==> config.mk <==
export PLATFORM = sky130hd
export DESIGN_NAME = codec_pwr_seq
export DESIGN_NICKNAME = d
export VERILOG_FILES = /design/src/rtl/codec_pwr_pkg.sv /design/src/rtl/codec_ctl_regs.sv /design/src/rtl/codec_lrck_sync.sv /design/src/rtl/codec_adc_gate.sv /design/src/rtl/codec_att_ramp.sv /design/src/rtl/codec_pwr_seq.sv
export SDC_FILE = /design/constraint.sdc
export NUM_CORES = 1
export LEC_CHECK = 0
export ABC_AREA = 1
export BUFFER_PORTS_ARGS = -buffer_cell sky130_fd_sc_hd__buf_2
export CORE_ASPECT_RATIO = 1.2
export CORE_MARGIN = 2
export CORE_UTILIZATION = 44
export DETAILED_ROUTE_END_ITERATION = 8
export PLACE_DENSITY = 0.63
export SKIP_CTS_REPAIR_TIMING = 1
export SYNTH_ARGS = -nofsm -noshare
export SYNTH_HDL_FRONTEND = slang
export SYNTH_HIERARCHICAL = 1
export SYNTH_SLANG_ARGS = --single-unit
==> constraint.sdc <==
create_clock -name clk -period 3.2 [get_ports clk]
set_clock_uncertainty 0.1 [all_clocks]
set_input_delay 0.48 -clock clk [delete_from_list [all_inputs] [get_ports clk]]
set_output_delay 0.48 -clock clk [all_outputs]
set_load 0.02 [all_outputs]
==> src/rtl/codec_pwr_pkg.sv <==
package codec_pwr_pkg;

    localparam int REG_W       = 8;
    localparam int ATT_W       = 8;
    localparam int MUTE_FRAMES = 516;
    localparam int NUM_CH      = 2;
    localparam int SYNC_STAGES = 2;

    typedef enum logic {
        SEL_PWR = 1'b0,
        SEL_RUN = 1'b1
    } reg_sel_e;

    typedef struct packed {
        logic ref_up;
        logic adc_up;
        logic dac_up;
    } pwr_bits_t;

    typedef struct packed {
        logic [3:0] test;
        logic       adc_run;
        logic       dac_run;
    } run_bits_t;

    typedef struct packed {
        logic vref;
        logic adc;
        logic dac;
    } path_en_t;

    localparam pwr_bits_t PWR_DEFAULT = '{ref_up: 1'b1, adc_up: 1'b1, dac_up: 1'b1};
    localparam run_bits_t RUN_DEFAULT = '{test: 4'h0, adc_run: 1'b0, dac_run: 1'b0};

    function automatic logic [REG_W-1:0] pwr_to_bus(pwr_bits_t p);
        return {5'b0, p.ref_up, p.adc_up, p.dac_up};
    endfunction

    function automatic logic [REG_W-1:0] run_to_bus(run_bits_t r);
        return {r.test, 2'b00, r.adc_run, r.dac_run};
    endfunction

    function automatic path_en_t derive_en(pwr_bits_t p, run_bits_t r);
        path_en_t e;
        e.vref = p.ref_up;
        e.adc  = p.ref_up & p.adc_up & r.adc_run;
        e.dac  = p.ref_up & p.dac_up & r.dac_run;
        return e;
    endfunction

    function automatic logic [ATT_W-1:0] step_toward(logic [ATT_W-1:0] cur,
                                                     logic [ATT_W-1:0] tgt);
        if (cur < tgt)      return cur + ATT_W'(1);
        else if (cur > tgt) return cur - ATT_W'(1);
        else                return cur;
    endfunction

endpackage

==> src/rtl/codec_ctl_regs.sv <==
module codec_ctl_regs
    import codec_pwr_pkg::*;
(
    input  logic             clk,
    input  logic             rst,
    input  logic             we,
    input  logic             sel,
    input  logic [REG_W-1:0] wdata,
    output pwr_bits_t        pwr_q,
    output run_bits_t        run_q
);

    always_ff @(posedge clk) begin
        if (rst) begin
            pwr_q <= PWR_DEFAULT;
            run_q <= RUN_DEFAULT;
        end else if (we) begin
            if (reg_sel_e'(sel) == SEL_PWR) begin
                pwr_q <= '{ref_up: wdata[2], adc_up: wdata[1], dac_up: wdata[0]};
            end else begin
                run_q <= '{test: wdata[7:4], adc_run: wdata[1], dac_run: wdata[0]};
            end
        end
    end

endmodule

==> src/rtl/codec_lrck_sync.sv <==
module codec_lrck_sync #(
    parameter int STAGES = 2
) (
    input  logic clk,
    input  logic rst,
    input  logic lrck_async,
    output logic frame_tick
);

    logic [STAGES-1:0] chain;
    logic              last;

    always_ff @(posedge clk) begin
        if (rst) chain[0] <= 1'b0;
        else     chain[0] <= lrck_async;
    end

    for (genvar i = 1; i < STAGES; i++) begin : g_stage
        always_ff @(posedge clk) begin
            if (rst) chain[i] <= 1'b0;
            else     chain[i] <= chain[i-1];
        end
    end

    always_ff @(posedge clk) begin
        if (rst) last <= 1'b0;
        else     last <= chain[STAGES-1];
    end

    assign frame_tick = chain[STAGES-1] & ~last;

endmodule

==> src/rtl/codec_adc_gate.sv <==
module codec_adc_gate #(
    parameter int MUTE_FRAMES = 516
) (
    input  logic clk,
    input  logic rst,
    input  logic adc_en,
    input  logic frame_tick,
    input  logic sdata_in,
    output logic sdata_out
);

    localparam int CNT_W = $clog2(MUTE_FRAMES + 1);
    localparam logic [CNT_W-1:0] CNT_DONE = CNT_W'(MUTE_FRAMES);

    logic [CNT_W-1:0] cnt;
    logic             done;

    assign done = (cnt == CNT_DONE);

    always_ff @(posedge clk) begin
        if (rst || !adc_en) cnt <= '0;
        else if (frame_tick && !done) cnt <= cnt + CNT_W'(1);
    end

    assign sdata_out = sdata_in & adc_en & done;

endmodule

==> src/rtl/codec_att_ramp.sv <==
module codec_att_ramp
    import codec_pwr_pkg::*;
#(
    parameter int W = ATT_W
) (
    input  logic         clk,
    input  logic         rst,
    input  logic         dac_en,
    input  logic         frame_tick,
    input  logic [W-1:0] target,
    output logic [W-1:0] level
);

    always_ff @(posedge clk) begin
        if (rst || !dac_en) level <= '0;
        else if (frame_tick) level <= step_toward(level, target);
    end

endmodule

==> src/rtl/codec_pwr_seq.sv <==
module codec_pwr_seq
    import codec_pwr_pkg::*;
#(
    parameter int MUTE_LEN = MUTE_FRAMES,
    parameter int SYNC_N   = SYNC_STAGES
) (
    input  logic             clk,
    input  logic             rst,
    input  logic             reg_we,
    input  logic             reg_sel,
    input  logic [REG_W-1:0] reg_wdata,
    output logic [REG_W-1:0] pwr_rd,
    output logic [REG_W-1:0] run_rd,
    input  logic             lrck,
    input  logic [ATT_W-1:0] att_tgt_l,
    input  logic [ATT_W-1:0] att_tgt_r,
    input  logic             adc_sdata_in,
    output logic             adc_sdata_out,
    output logic             vref_en,
    output logic             adc_en,
    output logic             dac_en,
    output logic [ATT_W-1:0] att_l,
    output logic [ATT_W-1:0] att_r
);

    pwr_bits_t        pwr_q;
    run_bits_t        run_q;
    path_en_t         en;
    logic             frame_tick;
    logic [ATT_W-1:0] tgt   [NUM_CH];
    logic [ATT_W-1:0] level [NUM_CH];

    codec_ctl_regs u_regs (
        .clk   (clk),
        .rst   (rst),
        .we    (reg_we),
        .sel   (reg_sel),
        .wdata (reg_wdata),
        .pwr_q (pwr_q),
        .run_q (run_q)
    );

    assign pwr_rd  = pwr_to_bus(pwr_q);
    assign run_rd  = run_to_bus(run_q);
    assign en      = derive_en(pwr_q, run_q);
    assign vref_en = en.vref;
    assign adc_en  = en.adc;
    assign dac_en  = en.dac;

    codec_lrck_sync #(.STAGES(SYNC_N)) u_sync (
        .clk        (clk),
        .rst        (rst),
        .lrck_async (lrck),
        .frame_tick (frame_tick)
    );

    codec_adc_gate #(.MUTE_FRAMES(MUTE_LEN)) u_adc (
        .clk        (clk),
        .rst        (rst),
        .adc_en     (en.adc),
        .frame_tick (frame_tick),
        .sdata_in   (adc_sdata_in),
        .sdata_out  (adc_sdata_out)
    );

    assign tgt[0] = att_tgt_l;
    assign tgt[1] = att_tgt_r;

    for (genvar c = 0; c < NUM_CH; c++) begin : g_ch
        codec_att_ramp #(.W(ATT_W)) u_ramp (
            .clk        (clk),
            .rst        (rst),
            .dac_en     (en.dac),
            .frame_tick (frame_tick),
            .target     (tgt[c]),
            .level      (level[c])
        );
    end

    assign att_l = level[0];
    assign att_r = level[1];

endmodule

## Word level (Yosys, flattened, before mapping)

Index checks and enable logic that the tools add are counted.

- Flip-flop bits (word level): 38
- Bits in latches: 0
- Bits in writable memories: 0
- ROM bits: 0
- Bits of input ports: 30
- Output and inout bits: 36
- Word-level logic and storage cells: 47
- Memories: 0

- Add/sub/neg operators: 5
- Multipliers: 0
- Divide/modulo/power cells: 0
- Magnitude comparators: 4
- Equal/unequal tests: 1
- Shift operators: 0
- Muxes and demuxes: 4
- Bitwise operators: 9
- Reduce and logical (&&, ||, !) cells: 12

Operators by type and width:

| kind | count |
|---|---|
| 2-to-1 mux 8 bit | 4 |
| adder 8 x 1 -> 8 bit (second input constant) | 2 |
| > comparator 8 bit | 2 |
| < comparator 8 bit | 2 |
| subtractor 8 x 1 -> 8 bit (second input constant) | 2 |
| adder 10 x 1 -> 10 bit (second input constant) | 1 |
| == test 10 bit (second input constant) | 1 |
| AND reduction 2 bit | 4 |
| bitwise AND 1 bit | 7 |
| nonzero test 2 bit | 2 |
| logical NOT 1 bit | 3 |
| logical OR 1 bit | 2 |
| NOT 1 bit | 2 |
| logical AND 1 bit | 1 |

## Depth between registers and ports, before layout

Gate-level depths: netlist (run 1).

- Word-level depth: 4
- Gate-level depth with buffers: 21
- Depth with buffers taken out: 21

## Modules after synthesis

The synthesis (run 1) kept the hierarchy.

By module, submodules not included:

| module | instances | cells each | area each (µm²) | sequential area each (µm²) |
|---|---|---|---|---|
| codec_att_ramp (g_ch[1].u_ramp) | 1 | 113 | 839.6 | 160.2 |
| codec_att_ramp (g_ch[0].u_ramp) | 1 | 113 | 803.3 | 160.2 |
| codec_adc_gate | 1 | 97 | 654.4 | 200.2 |
| codec_ctl_regs | 1 | 53 | 362.8 | 180.2 |
| codec_pwr_seq | 1 | 15 | 91.3 | 0.0 |
| codec_lrck_sync | 1 | 10 | 86.3 | 60.1 |

## Least setup slack after synthesis (run 1)

No wires, ideal clock.

- Path kind: input port to flip-flop
- Start point: input att_tgt_l[7]
- End point: register g_ch[0].u_ramp.level[7]
- Library setup time: 0.064 ns
- Data arrival time: 2.425 ns
- Required time: 3.036 ns
- Slack: 0.612 ns
- Cell stages on the path: 16
- Path buffers: 0
- Cell sequence: inv_1 -> ha_1 -> a21o_1 -> nor2_2 -> nand2_2 -> ha_1 -> or2_1 -> nand2_2 -> nor2_2 -> nor2_2 -> inv_1 -> nand2_1 -> nand3_1 -> nor2_1 -> nor2_1 -> nor2_1

- Longest elaborated chain between the ends: 3
- Elaborated cells between the ends (all ways): 5
- Classes of those cells: order compare (2); mux (1); reduce/logical (2)

RTL lines:

| item | RTL line | source |
|---|---|---|
| start: declaration | codec_pwr_seq.sv:15 | `input logic [ATT_W-1:0] att_tgt_l,` |
| > comparator 8 bit or < comparator 8 bit (tied branches) | codec_pwr_pkg.sv:54, codec_pwr_pkg.sv:53 |  |
| nonzero test 2 bit (no line) | - |  |
| AND reduction 2 bit (no line) | - |  |
| end signal: assignment | codec_att_ramp.sv:16 | `else if (frame_tick) level <= step_toward(level, target);` |
| end: declaration | codec_att_ramp.sv:11 | `output logic [W-1:0] level` |

Several ways; a longest one is shown, not always the timed one.
A chain may end at the register's enable or synchronous reset.

## Final worst setup path (run 1)

- Start point: register g_ch[0].u_ramp.level[1]
- End point: register g_ch[0].u_ramp.level[7]

- Longest elaborated chain between the ends: 3
- Elaborated cells between the ends (all ways): 8
- Classes of those cells: add/sub (2); order compare (2); mux (2); reduce/logical (2)

RTL lines:

| item | RTL line | source |
|---|---|---|
| subtractor 8 x 1 -> 8 bit (tied with other cells) | codec_pwr_pkg.sv:54 | `else if (cur > tgt) return cur - ATT_W'(1);` |
| 2-to-1 mux 8 bit or nonzero test 2 bit (tied branches) | - |  |
| 2-to-1 mux 8 bit or AND reduction 2 bit (tied branches) | - |  |

Several ways; a longest one is shown, not always the timed one. The select of a mux whose other input is x is not followed.

==> flow_summary.yaml, run 1 <==
power:
  pwr-share-seq: 0.438
  p_int_mw: 0.8417
  clkPwrFrac: 0.447
  p_leak_nw: 1.723
  p_sw_frac: 0.2483
  p_per_area_nw_per_um2: 340.1
  ir_drop_v: 0.0002671
  finalPower_mw: 1.120
  netSwitchingPower_mw: 0.2780
  combPwrFrac: 0.116
global_route:
  grt_use_total: 0.1660
  grt_start_max_net_pins: 14
  antenna_found_initial: 0
  grt_pass1_wl_microns: 9867
  grt-ovfl-total: 0
  grt_pass1_vias: 2406
cells_and_area:
  syn2layout_area_growth_pct: 16.01
  drive_above_1_share: 0.2256
  nNetsFinal: 522
  n_antenna_cell: 0
  fillers: 701
yosys:
  synth.top_cells.by_count: "nand2_1, inv_1, nor2_1"
  synth_compound_area_frac: 0.1129
  synth.most_common_cell: "nand2_1"
  synthAdderAreaFrac: 0.1464
  ys_seq_area_frac: 0.2681
  synth_ff_type: "dfxtp_1"
  async_flop_share: 0
  yosys.area_share.simple: 0.3091
  postSynthAreaPerCell_sq_um: 7.077
  post-synth-top-area-fraction: 0.2681
  yosysUniqueCellTypes: 33
  synth_edf_count: 0
  syn_area_sq_um: 2838
  synthMuxAreaShare: 0
  yosys.area.top_type: "dfxtp_1"
  synth_cells: 401
  yosys_register_bits: 38
  synth_xor_area_frac: 0.04321
  synth_warnings: 6
  synth.area.top_cells: "dfxtp_1, ha_1, nand2_1"
  synth_top_family_by_area: "simple AND/OR/NAND/NOR gates"
routing:
  vias: 2572
  final_antenna_net_count: 0
  avgRoutedWirePerCell_microns: 10.17
  via_per_inst: 4.711
  drtIter0Drc: 81
  drtPass1Iterations: 4
  drcViolationCount: 0
  routed_wirelength_microns: 5555
floorplanning:
  die_height_microns: 91.97
  die_w_microns: 77.31
  start_util: 0.4486
  io_pins: 66
  rows: 32
  core_area_sq_um: 6326
  die-area_sq_um: 7110
worst_setup_path:
  worst_ep_arrival_time_ps: 2750
  worstPathMaxFanout: 10
  reg2regPathDepth: 18
  path_class: "register to register"
  reg2reg_to: "g_ch[0].u_ramp/level[7]"
  startpoint: "g_ch[0].u_ramp/level[1]"
  cp-end-kind: "register"
  crit_path_end: "g_ch[0].u_ramp/level[7]"
  reg2reg_slack_ps: 580
  reg2reg_from: "g_ch[0].u_ramp/level[1]"
  start_kind: "register"
  crit_required_ps: 3330
clock_network:
  cts_tree: "done"
  clockBufferDepth: 2
  cts_buffers: 5
  clk_pin_slew_ps: 80
  htree_levels: 2
  numClockSinks: 38
  clk_root_buffer_cell: "clkbuf_8"
  clk_latency_ps: 290
timing:
  period_needed_ps: 2625
  hold_violations: 0
  min_period_over_period: 0.8202
  max_freq_mhz: 381.0
  slew_violations: 0
  rsz0062_at_grt: "false"
  setup_viol: 0
  hold-worst-slack_ps: 281.6
  fin_ws_ps: 575.2
  tns_ps: 0
status:
  status: "finished clean"
place:
  hpwl_microns: 4320
  routabilityCongestion: 0.8627
  dp_slack_ps: 355.5
  io_buffers: 57
job:
  cap_violations: 0
min_path:
  hp-class: "input pin to register"
==> worst min-delay path by stage <==
stage | depth (start not counted) | slack, ps | from | endpoint
final | 3 | 280 | lrck | u_sync/chain[0]
after CTS | 3 | 270 | lrck | u_sync/chain[0]
after floorplan | 2 | 290 | u_sync/chain[0] | u_sync/chain[1]
after global routing | 3 | 280 | lrck | u_sync/chain[0]
after global placement | 2 | 290 | u_sync/chain[0] | u_sync/chain[1]
after detailed placement | 2 | 300 | u_sync/chain[0] | u_sync/chain[1]
==> area by class of cell <==
class                   count  area, sq um  share of cell area
flip-flops and latches     38        760.7              0.2311
inverters                  62        232.7             0.07070
clock inverters             3        68.82             0.02090
well taps                  85        106.4             0.03231
repair buffers             58        292.8             0.08894
multi-input cells         295         1762              0.5352
clock buffers               5        68.82             0.02090
==> flip-flops by register name, indices dropped and copies added (netlist names) <==
signal and flops:
u_sync/last 1, u_regs/run_q 6, u_regs/pwr_q 3, g_ch.u_ramp/level 16
u_sync/chain 2, u_adc/cnt 10
==> placed cells by master (no fill, tap or decap) <==
cell / count
dfxtp_1: 38
xnor2_1: 6
nor2_1: 51
bufinv_16: 2
or2_0: 1
o21ai_0: 3
nor2_2: 12
nand2_2: 6
o21ai_2: 3
buf_4: 1
a21oi_2: 4
nor2_4: 2
and3_1: 1
a21oi_1: 22
inv_1: 57
or2_1: 1
nand3_1: 21
clkinv_1: 1
nand2_1: 77
xor2_1: 8
nand4_1: 9
fa_1: 2
clkbuf_8: 5
clkinv_4: 1
buf_2: 57
a21oi_4: 1
nor3_2: 3
a31oi_1: 2
nand4_4: 1
o21ai_1: 15
a21o_1: 4
conb_1: 7
nor3b_1: 1
inv_2: 4
nand2_4: 2
ha_1: 30
==> cells by family (layout without fill, tap and decap cells) <==
| logic type | Yosys count | count (layout) |
|---|---|---|
| buf+inv | 74 | 128 |
| fa+ha+maj | 32 | 32 |
| other cells | 1 | 7 |
| compound gates | 54 | 54 |
| simple gates | 188 | 188 |
| xor+xnor | 14 | 14 |
| flops | 38 | 38 |
==> power by group through the flow <==
| stage | clock network (mW) | logic, mW | registers, mW |
|---|---|---|---|
| 2_1_floorplan | 0 | 0.0859 | 0.512 |
| 3_3_place_gp | 0 | 0.128 | 0.501 |
| 3_5_place_dp | 0 | 0.131 | 0.501 |
| 4_1_cts | 0.519 | 0.131 | 0.490 |
| 5_1_grt | 0.535 | 0.148 | 0.492 |
| 6_report | 0.500 | 0.130 | 0.490 |
==> through the flow <==
stage / utilization / instances / cell area, sq um
finish: 0.5204 / 546 / 3292
global route: 0.5204 / 546 / 3292
CTS: 0.5204 / 546 / 3292
detailed placement: 0.4986 / 538 / 3154
global placement: 0.4986 / 538 / 3154
floorplan: - / 407 / 2860
==> critical path: stages, from the launching register on <==
cell	delay, ps
dfxtp_1	440
ha_1	280
nand2_1	70
nand2_1	50
nand2_1	50
nand2_1	60
nand2_1	90
nand2_2	160
ha_1	370
or2_1	230
nand2_2	110
nor2_2	40
nor2_2	100
inv_1	40
nand2_1	70
nand3_1	70
nor2_1	90
nor2_1	40
nor2_1	90
==> per-layer routing <==
metal	vias to the layer above	global-route usage	routed length (microns)
li1	1385	-	-
met1	1127	0.1976	2537
met2	54	0.2993	2682
met3	6	0.02953	266
met4	0	0.05357	69
met5	-	0	0
No activity file was read; power rests on OpenSTA's default activity.
==> inputs of run 2 (changes only) <==
clock period = 2.43 ns   (was 3.2 ns; I/O delays follow)
==> flow_summary.yaml, run 2 (same netlist as run 1, synthesis figures left out) <==
worst_setup_path:
  crit_required_ps: 2570
  reg2reg_to: "g_ch[1].u_ramp/level[7]"
  worst_ep_arrival_time_ps: 2520
  reg2regPathDepth: 15
  cp-end-kind: "register"
  path_class: "register to register"
  worstPathMaxFanout: 5
  reg2reg_slack_ps: 50
  reg2reg_from: "g_ch[1].u_ramp/level[7]"
  start_kind: "register"
clock_network:
  clockBufferDepth: 2
  numClockSinks: 38
  cts_tree: "done"
  clk_latency_ps: 300
  clk_pin_slew_ps: 80
  clk_root_buffer_cell: "clkbuf_8"
  cts_buffers: 5
  htree_levels: 2
floorplanning:
  rows: 32
  io_pins: 66
  die_height_microns: 91.97
  die_w_microns: 77.31
  start_util: 0.4486
  die-area_sq_um: 7110
  core_area_sq_um: 6326
routing:
  final_antenna_net_count: 0
  via_per_inst: 4.684
  routed_wirelength_microns: 6754
  avgRoutedWirePerCell_microns: 11.28
  wl_met3_microns: 218
  wl_met1_microns: 3033
  vias: 2806
  highest_layer: "met4"
  drtIter0Drc: 74
  drtPass1Iterations: 4
  wl_met2_microns: 3453
  drcViolationCount: 0
min_path:
  worstHoldPathCells: 3
  hp-class: "input pin to register"
  worst_hold_path.endpoint: "u_sync/chain[0]"
  hp-start: "lrck"
cells_and_area:
  final_common_cell: "nand2_1"
  drive_above_1_share: 0.4066
  fillers: 583
  nNetsFinal: 575
  postLayoutCoreUtil: 0.6361
  biggestRegsByFlops: "g_ch.u_ramp/level: 16 flops, u_adc/cnt: 10 flops, u_regs/run_q: 6 flops"
  final_cell_mix: "nand2_1, buf_2, inv_1"
  n_antenna_cell: 0
  layoutNonFillerInstCount: 599
  largest_reg_flops: 16
  syn2layout_area_growth_pct: 41.80
  max_flop_register: "g_ch.u_ramp/level"
global_route:
  grt-ovfl-total: 0
  grt_pass1_wl_microns: 10460
  grt_pass1_vias: 2543
  grt_start_max_net_pins: 13
  antenna_found_initial: 0
  grt_use_total: 0.1778
status:
  status: "finished clean"
timing:
  max_slew_margin: 0.6268
  slew_violations: 0
  hold_violations: 0
  min_period_over_period: 0.9794
  period_needed_ps: 2380
  rsz0062_at_grt: "true"
  worstMarginPinSlew_ps: 557.7
  max_freq_mhz: 420.2
  setup_viol: 0
power:
  ir_drop_v: 0.0002690
  p_per_area_nw_per_um2: 346.7
  p_leak_nw: 1.983
place:
  post-place-cells: 582
  io_buffers: 57
  routabilityCongestion: 0.8167
  hpwl_microns: 4937
job:
  cap_violations: 0
run 2: cell count changes in the layout (fill, tap and decap cells not counted), moves of 8 or more:
cell / delta
buf_4: +51
ha_1: -19
ha_4: +19
dfxtp_1: -14
dfxtp_2: +12
nand2_1: -8
run 2: per-stage QoR:
stage	total power, mW	setup TNS [ps]	area [sq um]	hold slack, ps	worst slack (ps)
2_1_floorplan	0.7875	0	2903	288.3	28.16
3_3_place_gp	0.8452	-643.8	3527	293.8	-146.8
3_5_place_dp	0.8500	-906.0	3527	296.3	-204.6
4_1_cts	1.401	-69.09	3637	161.3	-51.76
5_1_grt	1.469	-244.9	4024	157.9	-118.9
6_report	1.395	0	4024	171.5	50.00
run 2: critical path: stages (launching register included):
cell and delay [ps]:
dfxtp_2 380, ha_4 210, a21o_1 210, nor2_4 200, nand2_8 120, ha_4 230
or2_0 210, nand2_2 100, nor2_2 50, nor2_2 90, inv_1 40, nand2_1 60
nand3_1 80, nor2_1 130, nor2_1 50, nor2_1 70
run 2: metal layers:
metal | vias up | GRT usage
li1 | 1489 | -
met1 | 1264 | 0.2039
met2 | 49 | 0.3370
met3 | 4 | 0.02854
met4 | 0 | 0.04762
met5 | - | 0
run 2: how the worst max path moves through the flow:
stage | start | end | slack [ps] | cells past startpoint
3_5_place_dp | att_tgt_l[5] | g_ch[0].u_ramp/level[7] | -200 | 17
5_1_grt | g_ch[1].u_ramp/level[7] | g_ch[1].u_ramp/level[7] | -120 | 15
3_3_place_gp | att_tgt_l[1] | g_ch[0].u_ramp/level[7] | -150 | 19
4_1_cts | g_ch[0].u_ramp/level[7] | g_ch[0].u_ramp/level[7] | -50 | 14
6_report | g_ch[1].u_ramp/level[7] | g_ch[1].u_ramp/level[7] | 50 | 15
2_1_floorplan | att_tgt_l[7] | g_ch[0].u_ramp/level[7] | 30 | 15
run 2: final cells by class:
cell class / count / area [sq um] / share of cell area
clock buffers: 6 / 72.57 / 0.01803
clock inverters: 2 / 37.54 / 0.009328
inverters: 62 / 232.7 / 0.05784
multi-input cells: 296 / 2105 / 0.5230
flip-flops and latches: 38 / 783.3 / 0.1947
well taps: 85 / 106.4 / 0.02643
repair buffers: 110 / 686.9 / 0.1707
run 2: power by group:
group	internal, mW	leakage (nW)	switching [mW]
sequential	0.634	0.316	0.00861
combinational	0.0840	1.62	0.126
clock	0.306	0.0514	0.236
total	1.02	1.98	0.370
